**src/rtl/smb_host_pkg.sv**
```systemverilog
package smb_host_pkg;
  localparam int unsigned OFS_STS = 0;
  localparam int unsigned OFS_CTL = 2;
  localparam int unsigned OFS_CMD = 3;
  localparam int unsigned OFS_TGT = 4;
  localparam int unsigned OFS_D0  = 5;
  localparam int unsigned OFS_D1  = 6;
  localparam int unsigned OFS_BLK = 7;

  localparam int unsigned CTL_GO_BIT   = 6;
  localparam logic [7:0]  CTL_RD_MASK  = 8'h1f;

  typedef struct packed {
    logic byte_done;
    logic in_use;
    logic alert;
    logic failed;
    logic bus_err;
    logic dev_err;
    logic intr;
    logic busy;
  } sts_t;
endpackage

```
**src/rtl/smb_ctrl_regs.sv**
```systemverilog
module smb_ctrl_regs
  import smb_host_pkg::*;
(
  input  logic       clk_i,
  input  logic       rst_ni,
  input  logic       wr_sts_i,
  input  logic       wr_ctl_i,
  input  logic       wr_cmd_i,
  input  logic       wr_tgt_i,
  input  logic       wr_d0_i,
  input  logic       wr_d1_i,
  input  logic [7:0] wdata_i,
  input  logic       eng_sts_we_i,
  input  logic [7:0] eng_sts_i,
  input  logic       eng_d0_we_i,
  input  logic [7:0] eng_d0_i,
  input  logic       eng_d1_we_i,
  input  logic [7:0] eng_d1_i,
  output logic [7:0] sts_o,
  output logic [7:0] ctl_o,
  output logic [7:0] cmd_o,
  output logic [7:0] tgt_o,
  output logic [7:0] d0_o,
  output logic [7:0] d1_o,
  output logic       start_o
);
  sts_t       sts_q;
  logic [7:0] ctl_q, cmd_q, tgt_q, d0_q, d1_q;
  logic       start_q;

  always_ff @(posedge clk_i or negedge rst_ni) begin
    if (!rst_ni) begin
      sts_q   <= '0;
      ctl_q   <= '0;
      cmd_q   <= '0;
      tgt_q   <= '0;
      d0_q    <= '0;
      d1_q    <= '0;
      start_q <= 1'b0;
    end else begin
      start_q <= wr_ctl_i & wdata_i[CTL_GO_BIT];
      if (wr_ctl_i) ctl_q <= wdata_i;
      if (wr_cmd_i) cmd_q <= wdata_i;
      if (wr_tgt_i) tgt_q <= wdata_i;
      // engine ports win over the host
      if (eng_sts_we_i)  sts_q <= sts_t'(eng_sts_i);
      else if (wr_sts_i) sts_q <= sts_t'(sts_q & ~wdata_i);
      if (eng_d0_we_i)   d0_q <= eng_d0_i;
      else if (wr_d0_i)  d0_q <= wdata_i;
      if (eng_d1_we_i)   d1_q <= eng_d1_i;
      else if (wr_d1_i)  d1_q <= wdata_i;
    end
  end

  assign sts_o   = sts_q;
  assign ctl_o   = ctl_q;
  assign cmd_o   = cmd_q;
  assign tgt_o   = tgt_q;
  assign d0_o    = d0_q;
  assign d1_o    = d1_q;
  assign start_o = start_q;
endmodule

```
**src/rtl/smb_blk_buf.sv**
```systemverilog
module smb_blk_buf #(
  parameter int DEPTH = 32,
  localparam int PW = $clog2(DEPTH)
) (
  input  logic          clk_i,
  input  logic          rst_ni,
  input  logic          host_we_i,
  input  logic          host_re_i,
  input  logic          ptr_clr_i,
  input  logic [7:0]    wdata_i,
  output logic [7:0]    host_rdata_o,
  input  logic          eng_we_i,
  input  logic [PW-1:0] eng_idx_i,
  input  logic [7:0]    eng_wdata_i,
  output logic [7:0]    eng_rdata_o
);
  logic [7:0]    mem [DEPTH];
  logic [PW-1:0] ptr_q;

  for (genvar i = 0; i < DEPTH; i++) begin : g_ent
    always_ff @(posedge clk_i or negedge rst_ni) begin
      if (!rst_ni)                                    mem[i] <= '0;
      else if (eng_we_i && eng_idx_i == PW'(i))       mem[i] <= eng_wdata_i;
      else if (host_we_i && ptr_q == PW'(i))          mem[i] <= wdata_i;
    end
  end

  always_ff @(posedge clk_i or negedge rst_ni) begin
    if (!rst_ni)                     ptr_q <= '0;
    else if (ptr_clr_i)              ptr_q <= '0;
    else if (host_we_i || host_re_i) ptr_q <= (ptr_q == PW'(DEPTH - 1)) ? '0 : ptr_q + 1'b1;
  end

  assign host_rdata_o = mem[ptr_q];
  assign eng_rdata_o  = mem[eng_idx_i];
endmodule

```
**src/rtl/smb_host_regs.sv**
```systemverilog
module smb_host_regs
  import smb_host_pkg::*;
#(
  parameter int AW = 6,
  parameter int BUF_DEPTH = 32,
  localparam int PW = $clog2(BUF_DEPTH)
) (
  input  logic          clk_i,
  input  logic          rst_ni,
  input  logic          wr_en_i,
  input  logic          rd_en_i,
  input  logic [AW-1:0] addr_i,
  input  logic [7:0]    wdata_i,
  output logic [7:0]    rdata_o,
  output logic          start_o,
  output logic [7:0]    sts_o,
  output logic [7:0]    ctl_o,
  output logic [7:0]    cmd_o,
  output logic [7:0]    tgt_addr_o,
  output logic [7:0]    data0_o,
  output logic [7:0]    data1_o,
  input  logic          eng_sts_we_i,
  input  logic [7:0]    eng_sts_i,
  input  logic          eng_d0_we_i,
  input  logic [7:0]    eng_d0_i,
  input  logic          eng_d1_we_i,
  input  logic [7:0]    eng_d1_i,
  input  logic          eng_buf_we_i,
  input  logic [PW-1:0] eng_buf_idx_i,
  input  logic [7:0]    eng_buf_i,
  output logic [7:0]    eng_buf_o
);
  logic       rd_act;
  logic       hit_sts, hit_ctl, hit_cmd, hit_tgt, hit_d0, hit_d1, hit_blk;
  logic [7:0] blk_rdata, rd_mux, rdata_q;

  assign hit_sts = addr_i == AW'(OFS_STS);
  assign hit_ctl = addr_i == AW'(OFS_CTL);
  assign hit_cmd = addr_i == AW'(OFS_CMD);
  assign hit_tgt = addr_i == AW'(OFS_TGT);
  assign hit_d0  = addr_i == AW'(OFS_D0);
  assign hit_d1  = addr_i == AW'(OFS_D1);
  assign hit_blk = addr_i == AW'(OFS_BLK);

  // a write in the same cycle suppresses the read
  assign rd_act = rd_en_i & ~wr_en_i;

  smb_ctrl_regs u_regs (
    .clk_i        (clk_i),
    .rst_ni       (rst_ni),
    .wr_sts_i     (wr_en_i & hit_sts),
    .wr_ctl_i     (wr_en_i & hit_ctl),
    .wr_cmd_i     (wr_en_i & hit_cmd),
    .wr_tgt_i     (wr_en_i & hit_tgt),
    .wr_d0_i      (wr_en_i & hit_d0),
    .wr_d1_i      (wr_en_i & hit_d1),
    .wdata_i      (wdata_i),
    .eng_sts_we_i (eng_sts_we_i),
    .eng_sts_i    (eng_sts_i),
    .eng_d0_we_i  (eng_d0_we_i),
    .eng_d0_i     (eng_d0_i),
    .eng_d1_we_i  (eng_d1_we_i),
    .eng_d1_i     (eng_d1_i),
    .sts_o        (sts_o),
    .ctl_o        (ctl_o),
    .cmd_o        (cmd_o),
    .tgt_o        (tgt_addr_o),
    .d0_o         (data0_o),
    .d1_o         (data1_o),
    .start_o      (start_o)
  );

  smb_blk_buf #(.DEPTH(BUF_DEPTH)) u_buf (
    .clk_i        (clk_i),
    .rst_ni       (rst_ni),
    .host_we_i    (wr_en_i & hit_blk),
    .host_re_i    (rd_act & hit_blk),
    .ptr_clr_i    ((wr_en_i & hit_sts) | (rd_act & hit_ctl)),
    .wdata_i      (wdata_i),
    .host_rdata_o (blk_rdata),
    .eng_we_i     (eng_buf_we_i),
    .eng_idx_i    (eng_buf_idx_i),
    .eng_wdata_i  (eng_buf_i),
    .eng_rdata_o  (eng_buf_o)
  );

  always_comb begin
    rd_mux = '0;
    if (hit_sts) rd_mux = sts_o;
    if (hit_ctl) rd_mux = ctl_o & CTL_RD_MASK;
    if (hit_cmd) rd_mux = cmd_o;
    if (hit_tgt) rd_mux = tgt_addr_o;
    if (hit_d0)  rd_mux = data0_o;
    if (hit_d1)  rd_mux = data1_o;
    if (hit_blk) rd_mux = blk_rdata;
  end

  always_ff @(posedge clk_i or negedge rst_ni) begin
    if (!rst_ni)     rdata_q <= '0;
    else if (rd_act) rdata_q <= rd_mux;
  end

  assign rdata_o = rdata_q;
endmodule

```
**config.mk**
```make
export PLATFORM = sky130hd
export DESIGN_NAME = smb_host_regs
export DESIGN_NICKNAME = d
export VERILOG_FILES = /design/src/rtl/smb_host_pkg.sv /design/src/rtl/smb_ctrl_regs.sv /design/src/rtl/smb_blk_buf.sv /design/src/rtl/smb_host_regs.sv
export SDC_FILE = /design/constraint.sdc
export NUM_CORES = 1
export LEC_CHECK = 0
export ABC_AREA = 0
export ABC_CLOCK_PERIOD_IN_PS = 4900
export BUFFER_PORTS_ARGS = -buffer_cell sky130_fd_sc_hd__buf_2
export CAP_MARGIN = 20
export CORE_ASPECT_RATIO = 1.4
export CORE_MARGIN = 8
export CORE_UTILIZATION = 50
export CTS_BUF_LIST = sky130_fd_sc_hd__clkbuf_2 sky130_fd_sc_hd__clkbuf_4 sky130_fd_sc_hd__clkbuf_8
export DETAILED_ROUTE_END_ITERATION = 8
export PLACE_DENSITY = 0.68
export SYNTH_ARGS = -nofsm -noshare
export SYNTH_HDL_FRONTEND = slang
export SYNTH_SLANG_ARGS = --single-unit
```
**constraint.sdc**
```tcl
create_clock -name clk_i -period 4.9 [get_ports clk_i]
set_input_delay 0.98 -clock clk_i [delete_from_list [all_inputs] [get_ports clk_i]]
set_output_delay 0.98 -clock clk_i [all_outputs]
set_load 0.01 [all_outputs]
```
==> impl_metrics.yaml <==
routing:
  drtAntennaViolNets: 0
  wl_per_cell_microns: 29.6
  drtPass1Iterations: 5
  route.detailed.drc: 0
  drt_iter0_drc: 2044
  routed_via_density: 6.59
  wl_microns: 75900
  num_vias: 16920
clocking:
  cts_buffers: 53
  insertion_delay_ns: 0.62
  cts_resized: 0
  cts_tree: "yes"
  post-cts-setup-buffers: 0
  root_buffer: "clkbuf_8"
  clk_pin_slew_worst_paths_ns: 0.07
  cts_sinks: 318
  postCtsHoldBufs: 0
  cts-htree-levels: 2
  clk_path_buf_depth: 3
worst_setup_path:
  worstSetupPathType: "in2out"
  crit_path_end_kind: "primary output"
  required_ns: 3.92
  cp-start-kind: "primary input"
  worstPathArrival_ns: 3.32
  cp_max_fo: 35
timing:
  max_clock_freq_ghz: 0.232
  fin_crit_sh_pct: 87.8
  max_slew_margin_pct: 21.5
  finalCriticalPeriod_ns: 4.30
  rsz0062_at_grt: "false"
  setup_viol: 0
  clock_skew_ns: 0.0363
  whs_ns: 0.374
  hold_viol_final: 0
  drv_slew: 0
  worstMarginPinSlew_ns: 1.18
  finalSetupTns_ns: 0
power:
  cellLeakagePower_uw: 0.0101
  vdd_drop_max_mv: 0.286
  powerDensity_nw_per_um2: 413
  power.total_uw: 8890
finish:
  final_layout_size_suffix_gt1_share_pct: 20.3
  final_cell_area_sq_um: 21500
  area_growth_pct: 10.8
  mostFrequentLayoutCells: "nand2_1, dfrtp_1, mux2i_1"
  final_common_cell: "nand2_1"
  layout.nets: 2066
  final_cells: 2566
global_route:
  grt_usage_pct: 33.1
  antenna_found_initial: 2
  grt_max_degree: 97
  overflow: 0
  grt_pass1_vias: 16615
  grt_first_pass_wirelength_microns: 111000
die:
  chipHeight_microns: 249
  coreArea_sq_um: 38400
  initial_utilization_pct: 50.6
  die_w_microns: 183
  num_io_pins: 124
  dieArea_sq_um: 45500
  row_count: 85
synthesis:
  yosys.cell_types.count: 67
  synth_ff_type: "dfrtp_1"
  synth_edf_count: 0
  ys_warn_count: 0
  async_flop_share_pct: 100
  seq_area_frac_synth_pct: 41.0
  syn_avg_cell_area_sq_um: 9.87
  synth-seq-cells: 318
  syn_nets: 2032
  synthesis.area_sq_um: 19400
  synth_cells: 1967
placement:
  placed_area_sq_um: 20200
  place.gp.congestion: 1.02
  place_hpwl_microns: 52800
  io_buffers: 123
  dp.cells: 2466
status:
  outcome: "completed"
job:
  maxCapViolCount: 0
hold_path:
  hp-class: "in2async"
## worst max-delay path, cell delays in order
cell and delay [ns]:
buf_4 0.49, buf_4 0.31, mux4_2 0.52, mux4_2 0.52, mux2_2 0.32, buf_2 0.15
## sequential cells by signal (all words and copies together), names as in the netlist
register and cells:
u_buf.ptr_q 5, u_regs.cmd_o 8, u_regs.tgt_o 8, u_regs.start_o 1, u_regs.sts_o 8, rdata_o 8, u_regs.ctl_o 8, u_buf.mem 256
u_regs.d1_o 8, u_regs.d0_o 8
## routing by layer
layer | share of wire (%) | track usage [%] | wire, microns | vias up
met4 | 10 | 28.2 | 7880 | 0
met1 | 33 | 37.0 | 25200 | 8253
met2 | 47 | 53.3 | 36000 | 1094
li1 | - | - | - | 7202
met3 | 8.9 | 6.93 | 6760 | 371
met5 | 0 | 0 | 0 | -
## through the flow
stage | utilization [%] | setup slack (ns)
finish | 56.0 | 0.597
global route | 56.0 | 0.488
CTS | 56.0 | 0.613
detailed placement | 52.7 | 0.613
global placement | 52.7 | 0.621
floorplan | - | 1.16
## final timing paths
check,from,end,slack [ns],depth (start not counted)
min reg2reg,u_regs.ctl_o[6]$_DFFE_PN0P_,u_regs.ctl_o[6]$_DFFE_PN0P_,0.48,1
min in group clk_i,u_regs.ctl_o[6]$_DFFE_PN0P_,u_regs.ctl_o[6]$_DFFE_PN0P_,0.48,1
max in group asynchronous,rst_ni,u_regs.d0_o[4]$_DFFE_PN0P_,3.39,2
min,rst_ni,u_buf.mem[30]$_DFFE_PN0P_,0.37,1
max reg2reg,u_buf.ptr_q[0]$_DFFE_PN0P_,rdata_o[2]$_DFFE_PN0P_,1.66,6
max,eng_buf_idx_i[0],eng_buf_o[0],0.60,6
## report_power, final
part           leakage [uW]  switching, uW  total (uW)  internal, uW
sequential          0.00398            838        3980          3140
combinational       0.00549           1070        2100          1030
clock              0.000660           1170        2810          1640
total                0.0101           3070        8890          5820
## synthesized netlist by cell type, drive strengths merged (7+ instances only)
cell type | count | share of area, %
a21oi | 54 | 1.4
nor4 | 7 | 0.44
a211oi | 9 | 0.35
mux2i | 221 | 11
nand3 | 28 | 0.82
o21ai | 184 | 4.7
nand2b | 13 | 0.42
and3 | 16 | 0.52
inv | 20 | 0.39
a31oi | 99 | 3.2
nor3 | 12 | 0.42
clkbuf | 110 | 2.1
buf | 62 | 1.7
mux4 | 124 | 14
dfrtp | 318 | 41
nand4 | 9 | 0.39
mux2 | 18 | 1.0
o221ai | 11 | 0.50
nand2 | 397 | 8.0
nor2b | 13 | 0.42
nor2 | 174 | 3.4
## cells by family (layout without fill, tap and decap cells)
kind of cell    Yosys count  in the layout  share of synthesized area [%]
mux                     363            363                           26.8
flops                   318            318                           41.0
other cells               0              2                              0
simple gates            684            684                           15.4
fa+ha+maj                 6              6                          0.387
buf+inv                 192            267                           4.18
compound gates          404            404                           12.3
## final cells by class
| class | count | area [sq um] |
|---|---|---|
| antenna | 2 | 5.00 |
| clock buffer | 78 | 1010 |
| clock inverter | 18 | 253 |
| fill | 3347 | 16900 |
| inverter | 20 | 75.1 |
| multi-input combinational | 1457 | 10700 |
| sequential | 318 | 7960 |
| tap | 522 | 653 |
| timing repair buffer | 151 | 895 |
Note: power is estimated with default switching activity, not from simulation.
